### config.mk
export PLATFORM = sky130hd
export DESIGN_NAME = i2c_stretch_rx
export DESIGN_NICKNAME = d
export VERILOG_FILES = /design/src/rtl/i2cs_pkg.sv /design/src/rtl/i2cs_sync.sv /design/src/rtl/i2cs_rxbuf.sv /design/src/rtl/i2cs_link.sv /design/src/rtl/i2c_stretch_rx.sv
export SDC_FILE = /design/constraint.sdc
export NUM_CORES = 1
export LEC_CHECK = 0
export ABC_AREA = 1
export BUFFER_PORTS_ARGS = -buffer_cell sky130_fd_sc_hd__buf_2
export CAP_MARGIN = 30
export CORE_AREA = 2 2 79 81
export DETAILED_ROUTE_END_ITERATION = 6
export DIE_AREA = 0 0 81 83
export GPL_ROUTABILITY_DRIVEN = 0
export PLACE_DENSITY = 0.64
export SLEW_MARGIN = 20
export SYNTH_ARGS = -nofsm -noshare
export SYNTH_HDL_FRONTEND = slang
export SYNTH_SLANG_ARGS = --single-unit
### constraint.sdc
create_clock -name clk -period 2.7 [get_ports clk]
set_input_delay 0.135 -clock clk [delete_from_list [all_inputs] [get_ports clk]]
set_output_delay 0.135 -clock clk [all_outputs]
set_load 0.005 [all_outputs]
### src/rtl/i2cs_pkg.sv
package i2cs_pkg;
   localparam int DATA_W = 8;
   localparam int ADDR_W = 7;

   localparam logic [2:0] REG_SCTL = 3'd0;
   localparam logic [2:0] REG_OWN  = 3'd1;
   localparam logic [2:0] REG_STAT = 3'd2;
   localparam logic [2:0] REG_DATA = 3'd3;
   localparam logic [2:0] REG_MCTL = 3'd4;

   typedef enum logic [1:0] {
      LK_IDLE,
      LK_ADDR,
      LK_DATA,
      LK_SKIP
   } link_state_e;
endpackage

### src/rtl/i2cs_sync.sv
module i2cs_sync #(
   parameter int          STAGES  = 2,
   parameter int          W       = 2,
   parameter logic [W-1:0] RST_VAL = '1
) (
   input  logic         clk,
   input  logic         rst_n,
   input  logic [W-1:0] d,
   output logic [W-1:0] q
);
   logic [W-1:0] stage [STAGES];

   generate
      if (STAGES < 2) begin : g_bad_stages
         $error("i2cs_sync needs at least two stages");
      end
      for (genvar g = 0; g < STAGES; g++) begin : g_stage
         always_ff @(posedge clk or negedge rst_n) begin
            if (!rst_n) stage[g] <= RST_VAL;
            else if (g == 0) stage[g] <= d;
            else stage[g] <= stage[(g == 0) ? 0 : g-1];
         end
      end
   endgenerate

   assign q = stage[STAGES-1];
endmodule

### src/rtl/i2cs_rxbuf.sv
module i2cs_rxbuf #(
   parameter int DEPTH = 2,
   parameter int W     = 8,
   localparam int PW   = (DEPTH > 1) ? $clog2(DEPTH) : 1,
   localparam int CW   = $clog2(DEPTH + 1)
) (
   input  logic          clk,
   input  logic          rst_n,
   input  logic          flush,
   input  logic          push,
   input  logic [W-1:0]  push_data,
   input  logic          pop,
   output logic [W-1:0]  head,
   output logic [CW-1:0] count
);
   logic [W-1:0]  mem [DEPTH];
   logic [PW-1:0] rd_ptr, wr_ptr;
   logic          do_push, do_pop;

   assign do_push = push && (count != CW'(DEPTH));
   assign do_pop  = pop && (count != '0);
   assign head    = mem[rd_ptr];

   function automatic logic [PW-1:0] bump(input logic [PW-1:0] p);
      return (p == PW'(DEPTH - 1)) ? '0 : p + 1'b1;
   endfunction

   always_ff @(posedge clk or negedge rst_n) begin
      if (!rst_n) begin
         rd_ptr <= '0;
         wr_ptr <= '0;
         count  <= '0;
      end else if (flush) begin
         rd_ptr <= '0;
         wr_ptr <= '0;
         count  <= '0;
      end else begin
         if (do_push) wr_ptr <= bump(wr_ptr);
         if (do_pop)  rd_ptr <= bump(rd_ptr);
         if (do_push && !do_pop)      count <= count + 1'b1;
         else if (do_pop && !do_push) count <= count - 1'b1;
      end
   end

   always_ff @(posedge clk) begin
      if (do_push) mem[wr_ptr] <= push_data;
   end

   // the stretch rule must keep a new byte from arriving while the queue is full
   a_r6_no_overflow: assert property (@(posedge clk) disable iff (!rst_n)
      (push && !flush) |-> (count != CW'(DEPTH)));
endmodule

### src/rtl/i2cs_link.sv
module i2cs_link
   import i2cs_pkg::*;
(
   input  logic              clk,
   input  logic              rst_n,
   input  logic              en,
   input  logic              gc_en,
   input  logic [ADDR_W-1:0] own_addr,
   input  logic              stretch_cond,
   input  logic              scl_s,
   input  logic              sda_s,
   output logic              push,
   output logic [DATA_W-1:0] push_data,
   output logic              stop_det,
   output logic              scl_oe,
   output logic              sda_oe
);
   logic        scl_d, sda_d;
   logic        scl_rise, scl_fall, start_c, stop_c;
   link_state_e state;
   logic [3:0]  bit_cnt;
   logic [DATA_W-1:0] shreg;
   logic        ack_pend, ack_q, hold_q;
   logic [DATA_W-1:0] byte_in;
   logic        addr_hit;

   always_ff @(posedge clk or negedge rst_n) begin
      if (!rst_n) begin
         scl_d <= 1'b1;
         sda_d <= 1'b1;
      end else begin
         scl_d <= scl_s;
         sda_d <= sda_s;
      end
   end

   assign scl_rise = scl_s & ~scl_d;
   assign scl_fall = ~scl_s & scl_d;
   assign start_c  = scl_s & scl_d & sda_d & ~sda_s;
   assign stop_c   = scl_s & scl_d & ~sda_d & sda_s;

   assign byte_in  = {shreg[DATA_W-2:0], sda_s};
   assign addr_hit = ((byte_in[DATA_W-1:1] == own_addr) && !byte_in[0]) ||
                     ((byte_in == '0) && gc_en);

   assign push      = en && !start_c && !stop_c && scl_rise &&
                      (state == LK_DATA) && (bit_cnt == 4'd7);
   assign push_data = byte_in;
   assign stop_det  = en && stop_c;

   always_ff @(posedge clk or negedge rst_n) begin
      if (!rst_n) begin
         state    <= LK_IDLE;
         bit_cnt  <= '0;
         shreg    <= '0;
         ack_pend <= 1'b0;
         ack_q    <= 1'b0;
         hold_q   <= 1'b0;
      end else if (!en || stop_c) begin
         state    <= LK_IDLE;
         bit_cnt  <= '0;
         ack_pend <= 1'b0;
         ack_q    <= 1'b0;
         hold_q   <= 1'b0;
      end else if (start_c) begin
         state    <= LK_ADDR;
         bit_cnt  <= '0;
         ack_pend <= 1'b0;
         ack_q    <= 1'b0;
         hold_q   <= 1'b0;
      end else begin
         if (scl_rise && state != LK_IDLE) begin
            shreg   <= byte_in;
            bit_cnt <= (bit_cnt == 4'd8) ? 4'd0 : bit_cnt + 4'd1;
            if (bit_cnt == 4'd7) begin
               if (state == LK_ADDR) begin
                  ack_pend <= addr_hit;
                  state    <= addr_hit ? LK_DATA : LK_SKIP;
               end else if (state == LK_DATA) begin
                  ack_pend <= 1'b1;
               end
            end
         end
         if (scl_fall) begin
            if (bit_cnt == 4'd8) begin
               ack_q    <= ack_pend;
               ack_pend <= 1'b0;
            end else if (bit_cnt == 4'd0) begin
               ack_q <= 1'b0;
            end
            if (stretch_cond && state != LK_IDLE) hold_q <= 1'b1;
         end
         if (!stretch_cond) hold_q <= 1'b0;
      end
   end

   assign scl_oe = hold_q && stretch_cond;
   assign sda_oe = ack_q;

   // the acknowledge is only ever applied while SCL is low
   a_r3_ack_scl_low: assert property (@(posedge clk) disable iff (!rst_n)
      $rose(sda_oe) |-> !scl_s);
endmodule

### src/rtl/i2c_stretch_rx.sv
module i2c_stretch_rx
   import i2cs_pkg::*;
#(
   parameter int               SYNC_STAGES  = 2,
   parameter int               BUF_DEPTH    = 2,
   parameter logic [ADDR_W-1:0] OWN_ADDR_RST = 7'h2A
) (
   input  logic       clk,
   input  logic       rst_n,
   input  logic       reg_wr,
   input  logic [2:0] reg_addr,
   input  logic [7:0] reg_wdata,
   output logic [7:0] reg_rdata,
   output logic       data_ready,
   input  logic       scl_i,
   input  logic       sda_i,
   output logic       scl_oe,
   output logic       sda_oe
);
   localparam int CW = $clog2(BUF_DEPTH + 1);

   generate
      if (BUF_DEPTH < 2) begin : g_bad_depth
         $error("i2c_stretch_rx needs a receive queue of at least two bytes");
      end
   endgenerate

   logic              gc_en, slave_en, single_buf, master_en;
   logic [ADDR_W-1:0] own_addr;
   logic [1:0]        lines_s;
   logic              push, stop_det, pop, stretch_cond;
   logic [DATA_W-1:0] push_data, head;
   logic [CW-1:0]     buf_cnt;

   always_ff @(posedge clk or negedge rst_n) begin
      if (!rst_n) begin
         gc_en      <= 1'b0;
         slave_en   <= 1'b0;
         single_buf <= 1'b0;
         master_en  <= 1'b0;
         own_addr   <= OWN_ADDR_RST;
      end else if (reg_wr) begin
         case (reg_addr)
            REG_SCTL: {single_buf, slave_en, gc_en} <= reg_wdata[2:0];
            REG_OWN:  own_addr <= reg_wdata[ADDR_W-1:0];
            REG_MCTL: begin
               master_en <= reg_wdata[0];
               if (reg_wdata[0]) slave_en <= 1'b0;
            end
            default: ;
         endcase
      end
   end

   assign pop        = reg_wr && (reg_addr == REG_STAT) && reg_wdata[0];
   assign data_ready = (buf_cnt != '0);

   always_comb begin
      case (reg_addr)
         REG_SCTL: reg_rdata = {5'b0, single_buf, slave_en, gc_en};
         REG_OWN:  reg_rdata = {1'b0, own_addr};
         REG_STAT: reg_rdata = {7'b0, data_ready};
         REG_DATA: reg_rdata = head;
         REG_MCTL: reg_rdata = {7'b0, master_en};
         default:  reg_rdata = '0;
      endcase
   end

   assign stretch_cond = single_buf ? (buf_cnt != '0) : (buf_cnt == CW'(BUF_DEPTH));

   i2cs_sync #(.STAGES(SYNC_STAGES), .W(2), .RST_VAL(2'b11)) u_sync (
      .clk   (clk),
      .rst_n (rst_n),
      .d     ({scl_i, sda_i}),
      .q     (lines_s)
   );

   i2cs_link u_link (
      .clk          (clk),
      .rst_n        (rst_n),
      .en           (slave_en),
      .gc_en        (gc_en),
      .own_addr     (own_addr),
      .stretch_cond (stretch_cond),
      .scl_s        (lines_s[1]),
      .sda_s        (lines_s[0]),
      .push         (push),
      .push_data    (push_data),
      .stop_det     (stop_det),
      .scl_oe       (scl_oe),
      .sda_oe       (sda_oe)
   );

   i2cs_rxbuf #(.DEPTH(BUF_DEPTH), .W(DATA_W)) u_buf (
      .clk       (clk),
      .rst_n     (rst_n),
      .flush     (stop_det || !slave_en),
      .push      (push),
      .push_data (push_data),
      .pop       (pop),
      .head      (head),
      .count     (buf_cnt)
   );

   // a STOP leaves the queue empty
   a_r8_stop_empties: assert property (@(posedge clk) disable iff (!rst_n)
      stop_det |=> (buf_cnt == '0));
   // a disabled slave pulls neither line
   a_r9_disabled_quiet: assert property (@(posedge clk) disable iff (!rst_n)
      !slave_en |=> (!sda_oe && !scl_oe));
   // clearing the flag in double-buffer mode frees SCL one cycle later
   a_r6_pop_release: assert property (@(posedge clk) disable iff (!rst_n)
      (pop && !single_buf) |=> !scl_oe);
   // SCL is only stretched while a byte is waiting
   a_r7_stretch_needs_data: assert property (@(posedge clk) disable iff (!rst_n)
      scl_oe |-> data_ready);
endmodule

# --- Yosys cells after proc, flatten, opt, wreduce, memory -nomap -nowiden ---
# Memory sizes are Yosys's and may differ from the RTL's.
# Cells that the tools add are included.
classes:
  muxes: 43
  eq_ne: 14
  addsub: 5
  reduce_logical: 48
  bitwise_logic: 13
op_table:
  columns: ["cell", "count"]
  rows:
  - ["$pmux 8 s5", 1]
  - ["$mux 1", 29]
  - ["$logic_and 1x1->1", 17]
  - ["$mux 2", 8]
  - ["$mux 4", 4]
  - ["$reduce_bool 3->1", 5]
  - ["$reduce_and 2->1", 5]
  - ["$reduce_bool 2->1", 5]
  - ["$reduce_and 3->1", 3]
  - ["$logic_not 8->1", 1]
  - ["$ne 4x4->1 const B", 2]
  - ["$and 1x1->1", 7]
  - ["$eq 7x7->1", 1]
  - ["$eq 3x2->1 const B", 2]
  - ["$logic_not 1->1", 6]
  - ["$not 1->1", 6]
  - ["$add 4x1->4 const B", 1]
  - ["$eq 2x2->1 const B", 2]
  - ["$eq 4x3->1 const B", 1]
  - ["$eq 4x4->1 const B", 1]
  - ["$logic_not 4->1", 1]
  - ["$ne 2x2->1 const B", 2]
  - ["$reduce_bool 4->1", 1]
  - ["$eq 3x1->1 const B", 1]
  - ["8 further kinds", 11]
totals:
  out_inout_bits: 11
  ff_bits: 37
  in_bits: 16
  n_memories: 1
  elab_cells: 142
  ram_bits: 16
mem_list:
  columns: ["name", "depth", "width", "read_ports", "rd_clocked_by_memory_dff", "write_ports", "line_no", "source"]
  rows:
  - ["u_buf.mem", 2, 8, 1, 0, 1, "i2cs_rxbuf.sv:16", "logic [W-1:0] mem [DEPTH];"]

# --- Longest topological paths before layout ---
logic_depth:
  word_depth: 15
  mapped_depth: 11

# --- Modules after synthesis ---
# From an unflattened synthesis, not the netlist that was laid out.
unflattened:
  hier_cells: 336
  area_unflattened_um2: 2743.9
modules_own_cells:
  columns: ["module", "area_each_um2", "seq_area_each_um2", "cells_per_inst", "n_inst"]
  rows:
  - ["i2cs_link", 1118.6, 452.9, 156, 1]
  - ["i2cs_rxbuf", 828.3, 580.6, 77, 1]
  - ["i2c_stretch_rx", 676.9, 279.0, 97, 1]
  - ["i2cs_sync", 120.1, 105.1, 6, 1]

# --- Least setup slack after synthesis ---
# Ideal clock, no wire load.
synth_timing:
  path_type: "register to register"
  start: "register u_link.bit_cnt[0]"
  end: "memory u_buf.mem[1][0] (enable)"
  slack_ns: 0.972
  t_arrival_ns: 1.355
  setup_time_ns: 0.374
  stages_incl_launch_ff: 6
  n_path_buf: 0
  required_time_ns: 2.326
  cell_sequence: "dfrtp_1 > ha_1 > nand2_1 > nor2_1 > nand4_1 > nor2_1"
synth_between:
  elab_chain_cells: 5
synth_rtl:
  columns: ["element", "line_no", "source"]
  rows:
  - ["start, declared", "i2cs_link.sv:21", "logic [3:0] bit_cnt;"]
  - ["start signal, assigned", "i2cs_link.sv:74", "bit_cnt <= (bit_cnt == 4'd8) ? 4'd0 : bit_cnt + 4'd1;"]
  - ["$eq 4x3->1", "i2cs_link.sv:47", "(state == LK_DATA) && (bit_cnt == 4'd7);"]
  - ["$logic_and 1x1->1", "i2cs_link.sv:47", null]
  - ["$logic_and 1x1->1", "i2cs_rxbuf.sv:20", "assign do_push = push && (count != CW'(DEPTH));"]
  - ["$mux 1", "i2cs_rxbuf.sv:46", "if (do_push) mem[wr_ptr] <= push_data;"]
  - ["$mux 1 (implied by the code)", "i2cs_rxbuf.sv:46", null]
  - ["end, declared", "i2cs_rxbuf.sv:16", null]
# No other way between the ends.

# --- Final worst setup path ---
layout_timing:
  start: "register u_link.bit_cnt[0]"
  end: "register u_buf.count[1]"
layout_between:
  elab_chain_cells: 6
  word_cells_on_any_way: 9
  cone_classes: "eq/ne: 1; mux: 2; reduce/logical: 6"
layout_rtl:
  columns: ["element", "line_no", "source"]
  rows:
  - ["$eq 4x3->1 *", "i2cs_link.sv:47", null]
  - ["$logic_and 1x1->1 *", "i2cs_link.sv:47", null]
  - ["$logic_and 1x1->1 *", "i2cs_rxbuf.sv:20", null]
  - ["$logic_and 1x1->1 or $logic_not 1->1 (tied branches)", "i2cs_rxbuf.sv:40, i2cs_rxbuf.sv:41", null]
  - ["$mux 2 or $logic_and 1x1->1 (tied branches)", "i2cs_rxbuf.sv:40, i2cs_rxbuf.sv:41", null]
  - ["$mux 2 or $reduce_bool 3->1 (tied branches)", null, null]
  - ["end signal, assigned", "i2cs_rxbuf.sv:40", "if (do_push && !do_pop) count <= count + 1'b1;"]
  - ["end signal, assigned", "i2cs_rxbuf.sv:41", "else if (do_pop && !do_push) count <= count - 1'b1;"]
  - ["end, declared", "i2cs_rxbuf.sv:14", "output logic [CW-1:0] count"]
# Every way passes the cells marked *; elsewhere a longest branch is shown, timed or not.
# A chain may end at the register's enable or synchronous reset.

==> reports/metrics.csv <==
metric;value;unit
estimated wirelength of the detail-placed design;3890;um
vias in the first global route;1867;
Post-Synth XOR/XNOR Area;0.0135;
number of vias after detailed routing;1900;
number of I/O pins;27;
# H-tree levels;2;
outcome;complete, no violations;
aggregate global-route resource usage;0.170;
cell type group with the largest total delay on the critical path;simple AND/OR/NAND/NOR gates;
Max Buffers Root-to-Sink;2;
share of layout cells above drive strength 1;0.214;
hold_sp;reg_wdata[5];
final setup fails;0;
cts bufs inserted;5;
max cap viols;0;
worst rel slew slack;0.434;
clk_lat worst skew;300;ps
area inside the core boundary;0.00582;sq mm
TritonCTS Sinks;53;
Die X-Extent;81;um
number of iterations in the first detailed-routing pass;4;
residual DRC count;0;
Simple-Gate Fraction of Synth Area;0.226;
Worst Hold Depth;3;
cell type of the slowest stage on the worst timing path;sky130_fd_sc_hd__dfrtp_1;
clock tree from TritonCTS;done;
initial antenna violation count;0;
Synth Net Count;306;
Hold Path End;own_addr[5]$_DFFE_PN1P_;
Yosys top cell by area;sky130_fd_sc_hd__dfrtp_1;
post-CTS setup-driven buffer insertion count;0;
Yosys Warn Count;0;
maximum number of pins on one net before global-route repair;38;
WL per Instance;13.2;um
Worst-path clk slew;100;ps
setup tns final;0;ps
Port Buffer Count;25;
most frequent standard cell in the layout excluding fill and tap cells;sky130_fd_sc_hd__nand2_1;
multiplexer share of the synthesized area;0;
combined area of all synthesized cells;0.00259;sq mm
final design utilization;0.502;
most used cells in the layout excluding fill and tap cells;75 x sky130_fd_sc_hd__nand2_1, 43 x sky130_fd_sc_hd__inv_1, 28 x sky130_fd_sc_hd__dfrtp_1, 26 x sky130_fd_sc_hd__nor2_1, 25 x sky130_fd_sc_hd__buf_2;
number of enable-type register cells in the synthesized netlist;16;
class of the tightest hold or removal check;input pin to register;
Hold Violations, Final;0;
Compound-Gate Fraction of Synth Area;0.121;
post-cts repair resize count;0;
critical path required time;2900;ps
starting density of the core;0.445;
Post-synth ARST share;0.698;
portion of synthesized cell area occupied by the leading cell type;0.271;
Root Buffer;sky130_fd_sc_hd__clkbuf_8;
Final min period;1820;ps
commonest register cell after synthesis;sky130_fd_sc_hd__dfrtp_1;
count of cell types in the netlist;36;
Syn Area/Cell;9.01;sq um
count of inserted antenna diode cells;0;
VDD IR-drop max;0.000259;V
Most Frequent Cell on Critical Path;sky130_fd_sc_hd__inv_1;
Die Span Y;83;um
RSZ-0062 raised after global routing;false;
crit-path cells;ha_1 > nand2_1 > nor2_1 > nand4_1 > inv_1 > ha_1 > xnor2_1 > inv_1 > o21ai_0 > inv_1;
portion of the post-synthesis area used by sequential elements;0.548;
Placement Rows;28;
static leakage power;1.39;nW
post-synthesis cell count;287;
top cells by area, synth;sky130_fd_sc_hd__dfrtp_1 27%, sky130_fd_sc_hd__edfxtp_1 19%, sky130_fd_sc_hd__nand2_1 11%;
number of storage elements in the synthesis netlist;53;
total wirelength of the detailed-routed design;5240;um
remaining number of nets flagged by the antenna check after routing;0;
Bufs and invs on worst path;3;
Area Overhead vs Synth;12.9;%
end of the worst register-to-register path;u_buf.count[1]$_DFFE_PN0P_;
Max Freq;0.549;GHz
Critical Path Source Type;register;
remaining global-route overflow;0;
Min Hold Slack;58.6;ps
data arrival time of the worst path;2020;ps
Synth Area in Adders;0.0145;
Critical Path Max Stage Delay;410;ps
crit path capture type;register;
Tcrit/Tclk final;0.675;
first-pass GRT wire length;8850;um
fill cell count;567;
total power divided by cell area;535;mW/mm^2
maximum net fanout on the critical path;5;
actual slew at the worst max-slew pin;849;ps
drt initial violations;112;
combinational family with the most area after synthesis;simple AND/OR/NAND/NOR gates;
post-layout net count;340;
floorplan die area;0.00672;sq mm
worst flop-to-flop path startpoint;u_link.bit_cnt[0]$_DFFE_PN0P_;
kind of critical path;register to register;
R2R depth;10;
average vias per placed instance;4.79;
max-slew violations;0;
reg-to-reg setup timing slack;880;ps
Post-Route Skew;6.04;ps
==> per-stage QoR <==
stage	instances	instance area (sq um)	power (mW)	setup WS, ps
6_report	397	2920	1.56	878
5_1_grt	397	2920	1.65	549
4_1_cts	397	2920	1.58	847
3_3_place_gp	386	2800	1.13	890
2_1_floorplan	287	2590	1.05	972
3_5_place_dp	386	2800	1.13	873
==> how the worst max path moves through the flow <==
stage / depth (start not counted) / startpoint / slack [ps] / end
global route: 10 / u_link.bit_cnt[0]$_DFFE_PN0P_ / 550 / u_buf.count[1]$_DFFE_PN0P_
global placement: 10 / u_link.bit_cnt[0]$_DFFE_PN0P_ / 890 / u_buf.count[1]$_DFFE_PN0P_
CTS: 10 / u_link.bit_cnt[0]$_DFFE_PN0P_ / 850 / u_buf.count[1]$_DFFE_PN0P_
detailed placement: 10 / u_link.bit_cnt[0]$_DFFE_PN0P_ / 870 / u_buf.count[1]$_DFFE_PN0P_
floorplan: 5 / u_link.bit_cnt[0]$_DFFE_PN0P_ / 970 / u_buf.mem[1][0]$_DFFE_PP_
finish: 10 / u_link.bit_cnt[0]$_DFFE_PN0P_ / 880 / u_buf.count[1]$_DFFE_PN0P_
==> state kept, by name, summed over array words and instances (netlist names), 2 cells and up <==
name	cells
u_link.state	2
u_buf.mem	16
u_link.shreg	7
u_buf.count	2
u_sync.stage	2
u_sync.q	2
u_link.bit_cnt	4
own_addr	7
==> worst register-to-register path, stage by stage, from the launching register on <==
cell and delay [ps]:
sky130_fd_sc_hd__dfrtp_1 410, sky130_fd_sc_hd__ha_1 200, sky130_fd_sc_hd__nand2_1 70, sky130_fd_sc_hd__nor2_1 210, sky130_fd_sc_hd__nand4_1 180, sky130_fd_sc_hd__inv_1 120, sky130_fd_sc_hd__ha_1 160, sky130_fd_sc_hd__xnor2_1 110
sky130_fd_sc_hd__inv_1 50, sky130_fd_sc_hd__o21ai_0 150, sky130_fd_sc_hd__inv_1 60
==> per-layer routing <==
layer  wire, um  part of all wire  GRT usage  vias up
met5          0                 0          0        -
li1           -                 -          -      985
met3        192             0.037     0.0413        8
met1       2460              0.47      0.224      872
met4         85             0.016     0.0416        0
met2       2500              0.48      0.281       35
==> cells by family (layout without fill, tap and decap cells) <==
group                      count (synthesis)  after routing
and+or+nand+nor                          130            130
buffers and inverters                     50             85
xor gates and xnor gates                   4              4
adders and majority gates                  3              3
DFF                                       53             53
AOI/OAI and AO/OA                         47             47
==> power by group <==
part | internal, mW | switching [mW]
sequential | 0.880 | 0.0409
clock | 0.184 | 0.261
combinational | 0.0690 | 0.126
total | 1.13 | 0.428
==> synth_stat cells (3+ instances only) <==
| cell | instances |
|---|---|
| sky130_fd_sc_hd__inv_2 | 4 |
| sky130_fd_sc_hd__o21ai_2 | 7 |
| sky130_fd_sc_hd__nand2_1 | 75 |
| sky130_fd_sc_hd__edfxtp_1 | 16 |
| sky130_fd_sc_hd__nor3_2 | 3 |
| sky130_fd_sc_hd__nor2_1 | 26 |
| sky130_fd_sc_hd__o21ai_0 | 11 |
| sky130_fd_sc_hd__nand4_1 | 3 |
| sky130_fd_sc_hd__inv_1 | 43 |
| sky130_fd_sc_hd__nand3_1 | 10 |
| sky130_fd_sc_hd__dfrtp_1 | 28 |
| sky130_fd_sc_hd__o211ai_1 | 5 |
| sky130_fd_sc_hd__a21oi_1 | 13 |
| sky130_fd_sc_hd__ha_1 | 3 |
| sky130_fd_sc_hd__dfstp_2 | 9 |
| sky130_fd_sc_hd__or2_2 | 3 |
==> layout make-up <==
cell class | count | area (sq um) | area share
tap | 75 | 93.8 | 0.0321
clock buffer | 5 | 68.8 | 0.0236
multi-input combinational | 184 | 971 | 0.332
clock inverter | 3 | 22.5 | 0.00771
inverter | 47 | 176 | 0.0604
timing repair buffer | 30 | 170 | 0.0583
sequential | 53 | 1420 | 0.485
==> timing repair <==
action / 4_1_cts / 5_1_grt
endpoints found under the hold margin: 30 / 0
hold buffers: 3 / 0
endpoints found under the setup margin: 0 / 0
Power figures use the tool's default switching activity.
